--- config.mk ---
export PLATFORM = sky130hd
export DESIGN_NAME = wdt_top
export DESIGN_NICKNAME = d
export VERILOG_FILES = /design/src/rtl/wdt_pkg.sv /design/src/rtl/wdt_regs.sv /design/src/rtl/wdt_core.sv /design/src/rtl/wdt_top.sv
export SDC_FILE = /design/constraint.sdc
export NUM_CORES = 1
export LEC_CHECK = 0
export ABC_AREA = 1
export ABC_CLOCK_PERIOD_IN_PS = 2800
export BUFFER_PORTS_ARGS = -buffer_cell sky130_fd_sc_hd__buf_2
export CORE_UTILIZATION = 45
export CTS_CLUSTER_SIZE = 12
export DETAILED_ROUTE_END_ITERATION = 10
export GPL_ROUTABILITY_DRIVEN = 0
export PLACE_DENSITY_LB_ADDON = 0.1
export SLEW_MARGIN = 20
export SYNTH_ARGS = -nofsm -noshare
export SYNTH_HDL_FRONTEND = slang
export SYNTH_SLANG_ARGS = --single-unit
export TNS_END_PERCENT = 5
--- constraint.sdc ---
create_clock -name clk -period 2.8 [get_ports clk]
set_input_delay 0.28 -clock clk [delete_from_list [all_inputs] [get_ports clk]]
set_output_delay 0.28 -clock clk [all_outputs]
set_load 0.02 [all_outputs]
--- src/rtl/wdt_pkg.sv ---
package wdt_pkg;
    localparam int BUS_ADDR_W = 12;
    localparam int BUS_DATA_W = 32;

    localparam logic [BUS_ADDR_W-1:0] OFS_LOAD  = 12'h000;
    localparam logic [BUS_ADDR_W-1:0] OFS_VALUE = 12'h004;
    localparam logic [BUS_ADDR_W-1:0] OFS_CTRL  = 12'h008;
    localparam logic [BUS_ADDR_W-1:0] OFS_ICLR  = 12'h00C;
    localparam logic [BUS_ADDR_W-1:0] OFS_LOCK  = 12'hC00;

    localparam logic [BUS_DATA_W-1:0] OPEN_KEY = 32'h1ACCE551;

    typedef struct packed {
        logic rst_en;
        logic int_en;
    } ctrl_t;
endpackage

--- src/rtl/wdt_regs.sv ---
module wdt_regs
    import wdt_pkg::*;
#(
    parameter int ADDR_W = BUS_ADDR_W,
    parameter int DATA_W = BUS_DATA_W
) (
    input  logic              clk,
    input  logic              rst_n,
    input  logic              bus_write,
    input  logic [ADDR_W-1:0] bus_addr,
    input  logic [DATA_W-1:0] bus_wdata,
    input  logic [DATA_W-1:0] count_val,
    output logic [DATA_W-1:0] bus_rdata,
    output logic [DATA_W-1:0] load_val,
    output ctrl_t             ctrl,
    output logic              locked,
    output logic              load_wr,
    output logic              iclr_wr
);
    localparam logic [ADDR_W-1:0] A_LOAD  = ADDR_W'(OFS_LOAD);
    localparam logic [ADDR_W-1:0] A_VALUE = ADDR_W'(OFS_VALUE);
    localparam logic [ADDR_W-1:0] A_CTRL  = ADDR_W'(OFS_CTRL);
    localparam logic [ADDR_W-1:0] A_ICLR  = ADDR_W'(OFS_ICLR);
    localparam logic [ADDR_W-1:0] A_LOCK  = ADDR_W'(OFS_LOCK);
    localparam logic [DATA_W-1:0] KEY     = DATA_W'(OPEN_KEY);

    typedef struct packed {
        logic              locked;
        logic [DATA_W-1:0] load;
        ctrl_t             ctrl;
    } regs_t;

    regs_t reg_d, reg_q;

    always_comb begin
        reg_d   = reg_q;
        load_wr = 1'b0;
        iclr_wr = 1'b0;
        if (bus_write) begin
            if (bus_addr == A_LOCK) begin
                reg_d.locked = (bus_wdata != KEY);
            end else if (!reg_q.locked) begin
                case (bus_addr)
                    A_LOAD: begin
                        reg_d.load = bus_wdata;
                        load_wr    = 1'b1;
                    end
                    A_CTRL: begin
                        reg_d.ctrl.int_en = bus_wdata[0];
                        reg_d.ctrl.rst_en = bus_wdata[1];
                    end
                    A_ICLR:  iclr_wr = 1'b1;
                    default: ;
                endcase
            end
        end
    end

    always_ff @(posedge clk or negedge rst_n) begin
        if (!rst_n) begin
            reg_q.locked <= 1'b0;
            reg_q.load   <= '1;
            reg_q.ctrl   <= '0;
        end else begin
            reg_q <= reg_d;
        end
    end

    always_comb begin
        case (bus_addr)
            A_LOAD:  bus_rdata = reg_q.load;
            A_VALUE: bus_rdata = count_val;
            A_CTRL:  bus_rdata = DATA_W'({reg_q.ctrl.rst_en, reg_q.ctrl.int_en});
            A_LOCK:  bus_rdata = DATA_W'(reg_q.locked);
            default: bus_rdata = '0;
        endcase
    end

    assign load_val = reg_q.load;
    assign ctrl     = reg_q.ctrl;
    assign locked   = reg_q.locked;
endmodule

--- src/rtl/wdt_core.sv ---
module wdt_core
    import wdt_pkg::*;
#(
    parameter int CNT_W = BUS_DATA_W
) (
    input  logic             clk,
    input  logic             rst_n,
    input  logic             tick,
    input  logic             load_wr,
    input  logic             iclr_wr,
    input  logic [CNT_W-1:0] new_load,
    input  logic [CNT_W-1:0] load_val,
    input  ctrl_t            ctrl,
    output logic [CNT_W-1:0] count_val,
    output logic             irq_pend,
    output logic             rst_out
);
    localparam logic [CNT_W-1:0] ONE = CNT_W'(1);

    typedef struct packed {
        logic [CNT_W-1:0] count;
        logic             pend;
        logic             rst;
    } core_t;

    core_t core_d, core_q;

    always_comb begin
        core_d = core_q;
        if (load_wr) begin
            core_d.count = new_load;
        end else if (iclr_wr) begin
            core_d.count = load_val;
            core_d.pend  = 1'b0;
        end else if (tick && ctrl.int_en) begin
            if (core_q.count <= ONE) begin
                core_d.count = load_val;
                core_d.pend  = 1'b1;
                if (core_q.pend && ctrl.rst_en) begin
                    core_d.rst = 1'b1;
                end
            end else begin
                core_d.count = core_q.count - ONE;
            end
        end
    end

    always_ff @(posedge clk or negedge rst_n) begin
        if (!rst_n) begin
            core_q.count <= '1;
            core_q.pend  <= 1'b0;
            core_q.rst   <= 1'b0;
        end else begin
            core_q <= core_d;
        end
    end

    assign count_val = core_q.count;
    assign irq_pend  = core_q.pend;
    assign rst_out   = core_q.rst;
endmodule

--- src/rtl/wdt_top.sv ---
module wdt_top
    import wdt_pkg::*;
#(
    parameter int ADDR_W = BUS_ADDR_W,
    parameter int DATA_W = BUS_DATA_W
) (
    input  logic              clk,
    input  logic              rst_n,
    input  logic              count_tick,
    input  logic              bus_write,
    input  logic [ADDR_W-1:0] bus_addr,
    input  logic [DATA_W-1:0] bus_wdata,
    output logic [DATA_W-1:0] bus_rdata,
    output logic              wdog_irq,
    output logic              wdog_rst
);
    logic [DATA_W-1:0] count_val;
    logic [DATA_W-1:0] load_val;
    ctrl_t             ctrl;
    logic              locked;
    logic              load_wr;
    logic              iclr_wr;
    logic              irq_pend;

    wdt_regs #(.ADDR_W(ADDR_W), .DATA_W(DATA_W)) u_regs (
        .clk       (clk),
        .rst_n     (rst_n),
        .bus_write (bus_write),
        .bus_addr  (bus_addr),
        .bus_wdata (bus_wdata),
        .count_val (count_val),
        .bus_rdata (bus_rdata),
        .load_val  (load_val),
        .ctrl      (ctrl),
        .locked    (locked),
        .load_wr   (load_wr),
        .iclr_wr   (iclr_wr)
    );

    wdt_core #(.CNT_W(DATA_W)) u_core (
        .clk       (clk),
        .rst_n     (rst_n),
        .tick      (count_tick),
        .load_wr   (load_wr),
        .iclr_wr   (iclr_wr),
        .new_load  (bus_wdata),
        .load_val  (load_val),
        .ctrl      (ctrl),
        .count_val (count_val),
        .irq_pend  (irq_pend),
        .rst_out   (wdog_rst)
    );

    assign wdog_irq = irq_pend & ctrl.int_en;
endmodule

Word level (Yosys, flattened, before mapping):

Cells that the tools add are included.
W data, S select, Z words.

* bits in registers: 69
* output and inout port bits: 34

* reductions and logical operators: 11
* $add $sub $neg: 1
* multiplexer cells: 15
* $lt $le $gt $ge: 1
* equal/unequal tests: 5
* bitwise logic cells: 5

Operators by type and width (number)
* $pmux W32 S4: 1
* $mux W32: 2
* $mux W34: 1
* $mux W33: 1
* $le A32 B1 Y1 const B: 1
* $ne A32 B29 Y1 const B: 1
* $sub A32 B1 Y32 const B: 1
* $eq A12 B4 Y1 const B: 2
* $eq A12 B12 Y1 const B: 1
* $eq A12 B3 Y1 const B: 1
* $logic_not A12 Y1: 1
* $mux W1: 9
* $reduce_and A4 Y1: 2
* $reduce_and A5 Y1: 1
* $not A1 Y1: 4
* $reduce_bool A2 Y1: 2
* $reduce_and A3 Y1: 1
* $reduce_bool A3 Y1: 1
* $logic_and A1 B1 Y1: 2
* $mux W2: 1
* $reduce_and A2 Y1: 1
* $and A1 B1 Y1: 1

Logic depth before layout (Yosys ltp):

Gate-level depths: netlist of the first run.

* depth after elaboration: 7
* depth in mapped cells: 12
* depth with buffers taken out: 11

Cells and area by module:

A second synthesis of the first run with hierarchy kept.

* cell total of the unflattened synthesis: 934
* area, all modules: 5865.6 µm²

Modules (own cells, without submodules)
* wdt_core: seq. area each 890.9 µm², area each 3522.1 µm², instances 1, cells an instance 605
* wdt_regs: seq. area each 915.9 µm², area each 2336.0 µm², instances 1, cells an instance 327
* wdt_top: seq. area each 0.0 µm², area each 7.5 µm², instances 1, cells an instance 2

Least setup slack after synthesis of the first run:

No wires, ideal clock.

* path kind: reg-to-reg
* from: reg u_core.core_q (netlist bit u_core.count_val[0])
* to: reg u_core.core_q (netlist bit u_core.count_val[15])
* path buffers: 1
* library setup time: 0.082 ns
* clock period less this slack: 1.763 ns
* data required time: 2.718 ns
* cell stages (with the launch flop): 12
* arrival: 1.680 ns
* path slack: 1.037 ns
* cell sequence: dfstp_2 > inv_1 > ha_1 > nand2_2 > inv_2 > o21ai_1 > nor2_1 > nor2_2 > buf_2 > nand2_1 > nand3_1 > nand3_1

* word-level cells in the longest chain between the ends: 5

RTL lines
* start: declaration: line wdt_core.sv:26 `core_t core_d, core_q;`
* start signal: assignment: line wdt_core.sv:54 `core_q <= core_d;`
* $sub A32 B1 Y32 / $le A32 B1 Y1 (equally long branches): line wdt_core.sv:43, wdt_core.sv:36
* $mux W32 *: line wdt_core.sv:36 `if (core_q.count <= ONE) begin`
* $mux W34 *: line wdt_core.sv:35 `end else if (tick && ctrl.int_en) begin`
* $mux W33 *: line wdt_core.sv:32 `end else if (iclr_wr) begin`
* $mux W32 *: line wdt_core.sv:30 `if (load_wr) begin`

Every way passes the cells marked *; elsewhere a longest branch is shown, timed or not. The select of a mux whose other input is x is not followed.
A chain may end at the register's enable or synchronous reset.

Worst setup path after layout of the first run:

* from: in bus_addr[1]
* to: out bus_rdata[24]

* word-level cells in the longest chain between the ends: 2

RTL lines
* start: declaration: line wdt_top.sv:11 `input logic [ADDR_W-1:0] bus_addr,`
* $eq A12 B12 Y1 (tied with other cells): line wdt_regs.sv:70 `case (bus_addr)`
* $pmux W32 S4 *: line wdt_regs.sv:70
* end: declaration: line wdt_top.sv:13 `output logic [DATA_W-1:0] bus_rdata,`

Every way passes the cells marked *; elsewhere a longest branch is shown, timed or not.

==> flow_summary.toml, run 1 <==
[power_and_ir_drop]
total_power_mw = 2.83
pwr_density_cell_nw_per_um2 = 516
leakage_nw = 2.88
ir_drop_v = 0.000256

[place]
dp_cells = 908
placedInstanceArea_um2 = 5280
io_buffer_count = 81
dp_slack_ps = 467
dp_hpwl_um = 10100

[yosys]
syn_inst = 706
yosysWarnings = 0
syn_area_um2 = 4770
yosysUniqueCellTypes = 33
synth_ff_type = "dfstp_2"
synth_nets = 756
synth_edf_count = 0
synth_seq_cells = 69
synthArstFlopShare_pct = 100
syn_area_per_cell_um2 = 6.75
ys_seq_area_share_pct = 37.9

[global_route]
grt_max_degree = 38
antenna_found_initial = 0
grtUsageTotal_pct = 27.2
grt_pass1_wl_um = 23500
grt_overflow = 0
grt_pass1_vias = 4650

[clock_network]
cts-resized-gates = 0
cts_htree_levels = 3
cts_tree = "done"
insertion_delay_ps = 370
root_buffer = "clkbuf_8"
cts_buffers = 9
clock_sinks = 69
clockBufferDepth = 2
post_cts_buffers = 0
path_clk_slew_ps = 80
hold_buffers = 0

[setup_path]
critPathCaptureType = "output port"
r2r_start = "u_core.count_val[0]"
crit_path_start_kind = "input port"
cp.required_ps = 2520
crit_type = "input port to output port"
crit_fanout = 16
cp.arrival_ps = 1970
startpoint = "bus_addr[1]"

[timing]
slew-limit-headroom_pct = 45.0
min_period_ps = 2250
rsz0062_at_grt = "no"
timing.hold.ws_ps = 158
drv_slew = 0
worstMarginPinSlew_ps = 819
tns_ps = 0
clock_skew_ps = 14.4
fmaxAchievable_ghz = 0.444
finalCritPeriodShare_pct = 80.4
finalHoldViolations = 0
finalSetupViolCount = 0
setup_slack_ps = 549

[worst_hold_path]
hold_start = "bus_wdata[30]"
hp-class = "input port to register"

[drt]
drc = 0
vias = 4835
avgRoutedWirePerCell_um = 15.3
final_antenna_net_count = 0
drt_first_pass_iters = 5
drtIter0Drc = 363
wirelength_um = 14200
vias_per_cell = 5.23

[layout]
final_cells = 924
final_util_pct = 53.3
area_delta_synth_final_pct = 15.0
layout-drive-gt1-share_pct = 23.7
nets = 833
design_area_um2 = 5480
diodes = 0

[die]
initial_utilization_pct = 46.4
row_count = 37
core_um2 = 10300
die_area_um2 = 11000
io_pins = 82
die_height_um = 105
die_w_um = 105

[flow_run]
max-cap-violations = 0

[run_status]
status = "finished clean"
[layout by cell type (no fill, tap or decap), types with 7 or more instances in the layout]
cell type / count
dfstp_2: 64
nor3_1: 7
o22ai_1: 28
buf_4: 7
nand3_1: 62
nand4_1: 9
inv_1: 108
clkbuf_8: 9
xor2_1: 17
nor2_1: 87
o21ai_0: 30
buf_2: 81
nand2_1: 207
o21a_1: 7
a21oi_1: 12
[per-layer routing]
layer  up-vias  GRT usage [%]  share of wire, %
met4         0           9.05               1.8
met5         -              0                 0
li1       2387              -                 -
met1      2245           38.7                46
met2       182           42.1                44
met3        21           4.12               7.7
[worst paths after layout]
path	to	slack, ps	depth (start not counted)
max reg2reg	u_core.count_val[18]	640	11
min reg2reg	u_core.rst_out	490	1
max in group asynchronous	u_regs.load_val[21]	2060	2
min	u_regs.load_val[30]	160	3
max	bus_rdata[24]	550	8
min in group asynchronous	u_core.count_val[7]	380	1
[cells in the mapped netlist (3+ instances only)]
cell	number	share of area, %
buf_2	11	1.2
nor2_1	87	6.9
nand2_2	3	0.39
o21ai_1	3	0.31
buf_6	6	1.4
inv_1	108	8.5
nor4_1	6	0.79
xor2_1	17	3.1
nand2_1	207	16
o21a_1	7	1.1
a21oi_1	12	1.3
nor2_2	6	0.79
o21ai_0	30	3.2
nor3_1	7	0.74
nand3_1	62	6.5
dfstp_2	64	35
nand4_1	9	1.2
nor2_4	3	0.71
o21bai_1	5	0.79
dfrtp_1	5	2.6
clkbuf_1	5	0.39
o22ai_1	28	3.7
[registers in the layout (all words and copies together), names as in the netlist]
signal / count
u_core.count_val: 32
u_regs.load_val: 32
u_regs.ctrl: 2
u_core.irq_pend: 1
u_core.rst_out: 1
u_regs.locked: 1
[worst max-delay path: stages]
cell	delay, ps
buf_2	110
inv_1	50
nand2_1	60
nor3_1	630
nand2_1	160
buf_4	250
o22ai_1	210
buf_2	210
[kinds of logic (layout without fill, tap and decap cells)]
logic type	count (synthesis)	in the layout	synth area share (%)
compound gates	89	89	11.0
buf+inv	133	215	11.8
xor+xnor	18	18	3.31
simple gates	395	395	35.5
fa+ha+maj	2	2	0.525
flops	69	69	37.9
[cell type report]
| cell class | count | area (µm²) |
|---|---|---|
| inverters | 109 | 409 |
| flip-flops and latches | 69 | 1810 |
| fillers | 1086 | 4800 |
| clock inverters | 7 | 75.1 |
| multi-input cells | 504 | 2400 |
| clock buffers | 9 | 124 |
| repair buffers | 90 | 498 |
| well taps | 136 | 170 |
[where the power goes]
| part | internal (mW) | switching, mW |
|---|---|---|
| logic | 0.251 | 0.436 |
| registers | 1.15 | 0.124 |
| clock network | 0.414 | 0.452 |
| total | 1.81 | 1.01 |
No activity file was read; power rests on OpenSTA's default activity.
==> inputs of run 2 (changes only) <==
Settings changed: ABC_AREA 1 to 0, ABC_CLOCK_PERIOD_IN_PS 2800 to 2260.
Clock period 2.8 ns to 2.26 ns, I/O delays scaled along.
==> run 2 against run 1 <==
The flow now finishes with violations (negative setup slack). Non-clock buffer count grew 58. Sequential power is essentially flat. Critical path type is now register to register. Largest cell class unchanged. Global-route usage grew 1.2 points. Synthesized area shrank 9.2%. Core utilization grew 7.2 points. First-iteration DRC count shrank 39%. Cell count shrank 18%. Die area shrank 9.0%. Clock power grew 8.2%.
==> flow_summary.toml, run 2 <==
[setup_path]
critPathCaptureType = "register"
crit_family = "simple AND/OR/NAND/NOR gates"
max_stage_delay_ps = 540
crit_type = "register to register"
cp.arrival_ps = 2660
cp_slowest_cell = "or4_4"
path_cells = "or4_4, or4_4, o41ai_4, buf_4, buf_4, nor3_1, a211oi_1, nor2_1"
crit_fanout = 5
path_buf_inv = 2
crit_path_start_kind = "register"
cp.required_ps = 2540

[yosys]
synth_nets = 549
synth_top_area_share_pct = 38.9
syn_area_um2 = 4330
syn_area_per_cell_um2 = 8.67
yosysUniqueCellTypes = 55
synth_edf_count = 0
syn_inst = 499
yosys-top-cells-count = "126 x nand2_1, 64 x dfstp_2, 34 x a22o_1, 31 x nor2_1, 23 x clkbuf_1"
yosys.cell_count.top_type = "nand2_1"
synth_ff_type = "dfstp_2"
yosys-top-cells-area = "dfstp_2 39%, nand2_1 11%, a22o_1 6.9%, xnor2_1 3.4%, dfrtp_1 2.9%"
synthArstFlopShare_pct = 100
synth_seq_cells = 69
yosysWarnings = 0
ys_seq_area_share_pct = 41.7
synth_top_cell_by_area = "dfstp_2"

[timing]
finalSetupViolCount = 34
worstMarginPinSlew_ps = 683
tns_ps = -2480
fmaxAchievable_ghz = 0.419
drv_slew = 0
timing.hold.ws_ps = 77.1
rsz0062_at_grt = "yes"
finalHoldViolations = 0
setup_slack_ps = -126
clock_skew_ps = 6.65
min_period_ps = 2390
finalCritPeriodShare_pct = 106
slew-limit-headroom_pct = 54.5

[clock_network]
root_buffer = "clkbuf_8"
cts_htree_levels = 3
insertion_delay_ps = 350
clockBufferDepth = 2
cts_tree = "done"
cts_buffers = 9
clock_sinks = 69
path_clk_slew_ps = 70

[power_and_ir_drop]
leakage_nw = 2.63
pwr-share-clk_pct = 37.3
ir_drop_v = 0.000234
pwr-share-seq_pct = 50.9
power.internal_mw = 1.85
total_power_mw = 2.51
swShare_pct = 26.4
p_comb_share_pct = 11.7
pwr_density_cell_nw_per_um2 = 447
switchingPower_uw = 662

[die]
die_height_um = 100
die_area_um2 = 10000
io_pins = 82
row_count = 35
die_w_um = 100
initial_utilization_pct = 46.6
core_um2 = 9280

[layout]
diodes = 0
area_delta_synth_final_pct = 29.9
layout-drive-gt1-share_pct = 40.0
design_area_um2 = 5620
final_common_cell = "nand2_1"
nets = 679
layout_common_cells = "126 x nand2_1, 81 x buf_2, 64 x dfstp_2, 58 x buf_4, 34 x a22o_1"

[place]
dp_slack_ps = -305
placedInstanceArea_um2 = 5300
io_buffer_count = 81
dp_hpwl_um = 9570

[flow_run]
max-cap-violations = 0

[global_route]
grt_pass1_vias = 4219
grt_pass1_wl_um = 21800
grt_overflow = 0
antenna_found_initial = 0
grtUsageTotal_pct = 28.4
grt_max_degree = 44

[run_status]
status = "complete, but fails checks"
violations = "negative setup slack"

[drt]
drt_first_pass_iters = 4
wirelength_um = 13700
drtIter0Drc = 221
final_antenna_net_count = 0
avgRoutedWirePerCell_um = 18.0
vias = 4376
drc = 0
vias_per_cell = 5.74

[worst_hold_path]
hp-class = "input port to register"
==> run 2: cell families after synthesis <==
group / Yosys count / share of synthesized area (%)
flip-flops: 69 / 41.7
XOR/XNOR: 26 / 5.26
AO/OA/AOI/OAI: 108 / 19.0
buffers and inverters: 34 / 3.38
adder cells (fa/ha/maj): 2 / 0.578
multiplexers: 11 / 2.60
AND/OR/NAND/NOR: 249 / 27.4
==> run 2: final cells by class <==
cell class	count	area [µm²]
Clock buffer	13	159
Clock inverter	2	10.0
Fill cell	872	3660
Inverter	5	18.8
Multi-Input combinational cell	396	2500
Sequential cell	69	1810
Tap cell	129	161
Timing Repair Buffer	148	967
==> run 2: per-stage QoR <==
step,util (%),cells
floorplan,-,499
detailed placement,57.0,744
finish,60.6,762
global route,60.6,762
global placement,57.0,744
CTS,59.9,762
==> run 2: per-layer routing <==
| layer | vias up | GRT usage, % | part of all wire, % |
|---|---|---|---|
| met5 | - | 0 | 0 |
| met4 | 0 | 9.81 | 1.6 |
| met3 | 16 | 4.04 | 6.0 |
| met2 | 174 | 46.7 | 48 |
| met1 | 2116 | 38.4 | 45 |
| li1 | 2070 | - | - |
==> run 2: worst paths after layout <==
check	start	depth (start not counted)	end	slack (ps)
min reg2reg	u_regs.load_val[11]	2	u_regs.load_val[11]	460
min in group asynchronous	rst_n	2	u_regs.locked	440
max in group asynchronous	rst_n	3	u_core.count_val[15]	1100
max reg2reg	u_core.count_val[22]	8	u_core.count_val[10]	-130
max	u_core.count_val[22]	8	u_core.count_val[10]	-130
min	bus_wdata[14]	3	u_regs.load_val[14]	80
==> run 2: power groups by stage <==
| stage | registers [mW] | clock network [mW] | logic, mW |
|---|---|---|---|
| after floorplan | 1.30 | 0 | 0.111 |
| after global placement | 1.30 | 0 | 0.261 |
| after detailed placement | 1.30 | 0 | 0.267 |
| after CTS | 1.28 | 0.953 | 0.288 |
| after global routing | 1.28 | 0.999 | 0.323 |
| final | 1.28 | 0.937 | 0.294 |
==> run 2: repair_timing <==
action / 4_1_cts / 5_1_grt
gates resized for setup: 17 / 12
setup buffers: 2 / 0
gates cloned: 0 / 0
pin swaps: 21 / 3
hold buffers: 1 / 0
hold endpoints to repair: 5 / 0
setup endpoints to repair: 43 / 65
==> run 2: worst min-delay path, delay by kind of cell <==
kind	cells	cell delay, ps
AND/OR/NAND/NOR	2	90
buffers and inverters	1	110
==> inputs of run 3 (changes only) <==
Settings changed: SKIP_CTS_REPAIR_TIMING set to 1.
==> run 3 against run 2 <==
The run still ends with negative setup slack left. Non-clock buffer count shrank 2. Clock skew is 1.6 ps higher. Final area shrank 0.60%. Global-route usage fell by 0.33 points. Setup slack worse by 94 ps.
==> flow_summary.toml, run 3 (synthesis results as in run 2) <==
[die]
die_w_um = 100
die_area_um2 = 10000
core_um2 = 9280
row_count = 35
io_pins = 82
initial_utilization_pct = 46.6
die_height_um = 100

[clock_network]
path_clk_slew_ps = 70
cts_htree_levels = 3
clock_sinks = 69
insertion_delay_ps = 350
clockBufferDepth = 2
cts_buffers = 9
cts_tree = "done"
root_buffer = "clkbuf_8"

[layout]
layout_common_cells = "126 x nand2_1, 81 x buf_2, 64 x dfstp_2, 57 x buf_4, 34 x a22o_1"
final_util_pct = 60.2
area_delta_synth_final_pct = 29.1
final_cells = 760
diodes = 0
design_area_um2 = 5590
final_common_cell = "nand2_1"
layout-drive-gt1-share_pct = 39.3
nets = 677

[setup_path]
cp_slowest_cell = "or4_4"
cp.required_ps = 2540
r2r_cells = 7
crit_fanout = 5
crit_type = "register to register"
crit_path_start_kind = "register"
worst-r2r-setup-slack_ps = -220
r2r_start = "u_core.count_val[22]"
crit_top_cell = "or4_4"
critPathCaptureType = "register"
crit_end = "u_core.count_val[10]"
startpoint = "u_core.count_val[22]"
crit-reg2reg-capture = "u_core.count_val[10]"
max_stage_delay_ps = 540
cp.arrival_ps = 2760
path_cells = "or4_4, or4_4, o41ai_4, buf_4, nor3_1, a211oi_1, nor2_1"

[timing]
finalHoldViolations = 0
rsz0062_at_grt = "yes"
min_period_ps = 2480
slew-limit-headroom_pct = 54.6
finalSetupViolCount = 34
tns_ps = -4970
fmaxAchievable_ghz = 0.403
setup_slack_ps = -220
timing.hold.ws_ps = 80.5
drv_slew = 0
finalCritPeriodShare_pct = 110
clock_skew_ps = 8.20
worstMarginPinSlew_ps = 681

[place]
io_buffer_count = 81
placedInstanceArea_um2 = 5300
dp_cells = 744
dp_hpwl_um = 9570

[power_and_ir_drop]
ir_drop_v = 0.000231
pwr_density_cell_nw_per_um2 = 447
leakage_nw = 2.62

[global_route]
grt_pass1_wl_um = 21500
grt_overflow = 0
grt_max_degree = 44
antenna_found_initial = 0
grtUsageTotal_pct = 28.0
grt_pass1_vias = 4154

[run_status]
status = "complete, but fails checks"
violations = "negative setup slack"

[drt]
final_antenna_net_count = 0
drc = 0
drt_first_pass_iters = 5
drtIter0Drc = 223
wirelength_um = 13600
vias = 4329
vias_per_cell = 5.70
avgRoutedWirePerCell_um = 17.9

[worst_hold_path]
hp-class = "input port to register"

[flow_run]
max-cap-violations = 0
==> run 3: layout make-up <==
class / instances / area, µm²
fill: 873 / 3700
tap: 129 / 161
clock buffer: 13 / 159
clock inverter: 2 / 10.0
inverter: 5 / 18.8
multi-input combinational: 396 / 2480
timing repair buffer: 146 / 948
sequential: 69 / 1810
==> run 3: how the worst min path moves through the flow <==
stage	startpoint	endpoint	slack (ps)	cells past startpoint
2_1_floorplan	rst_n	u_core.irq_pend	-70	0
3_3_place_gp	rst_n	u_regs.locked	300	1
3_5_place_dp	rst_n	u_regs.locked	300	1
4_1_cts	rst_n	u_regs.locked	-80	1
5_1_grt	bus_wdata[14]	u_regs.load_val[14]	80	3
6_report	bus_wdata[14]	u_regs.load_val[14]	80	3
==> run 3: through the flow <==
step	setup WS [ps]	power [mW]
2_1_floorplan	-371	1.41
3_3_place_gp	-291	1.56
3_5_place_dp	-305	1.56
4_1_cts	-344	2.50
5_1_grt	-301	2.59
6_report	-220	2.50
==> run 3: layer usage <==
layer	track usage (%)	wire, µm	vias up
li1	-	-	2070
met1	37.6	6160	2105
met2	46.6	6550	138
met3	4.18	694	16
met4	9.59	210	0
met5	0	0	-
==> run 3: power breakdown <==
part | switching, mW | internal, mW
clock network | 0.484 | 0.450
registers | 0.0133 | 1.27
logic | 0.158 | 0.125
total | 0.655 | 1.84
==> run 3: critical path: cells and delay by family, from the launching register on <==
kind,cells,cell delay [ps]
compound gates,2,620
buf+inv,1,230
flops,1,370
simple gates,4,1180
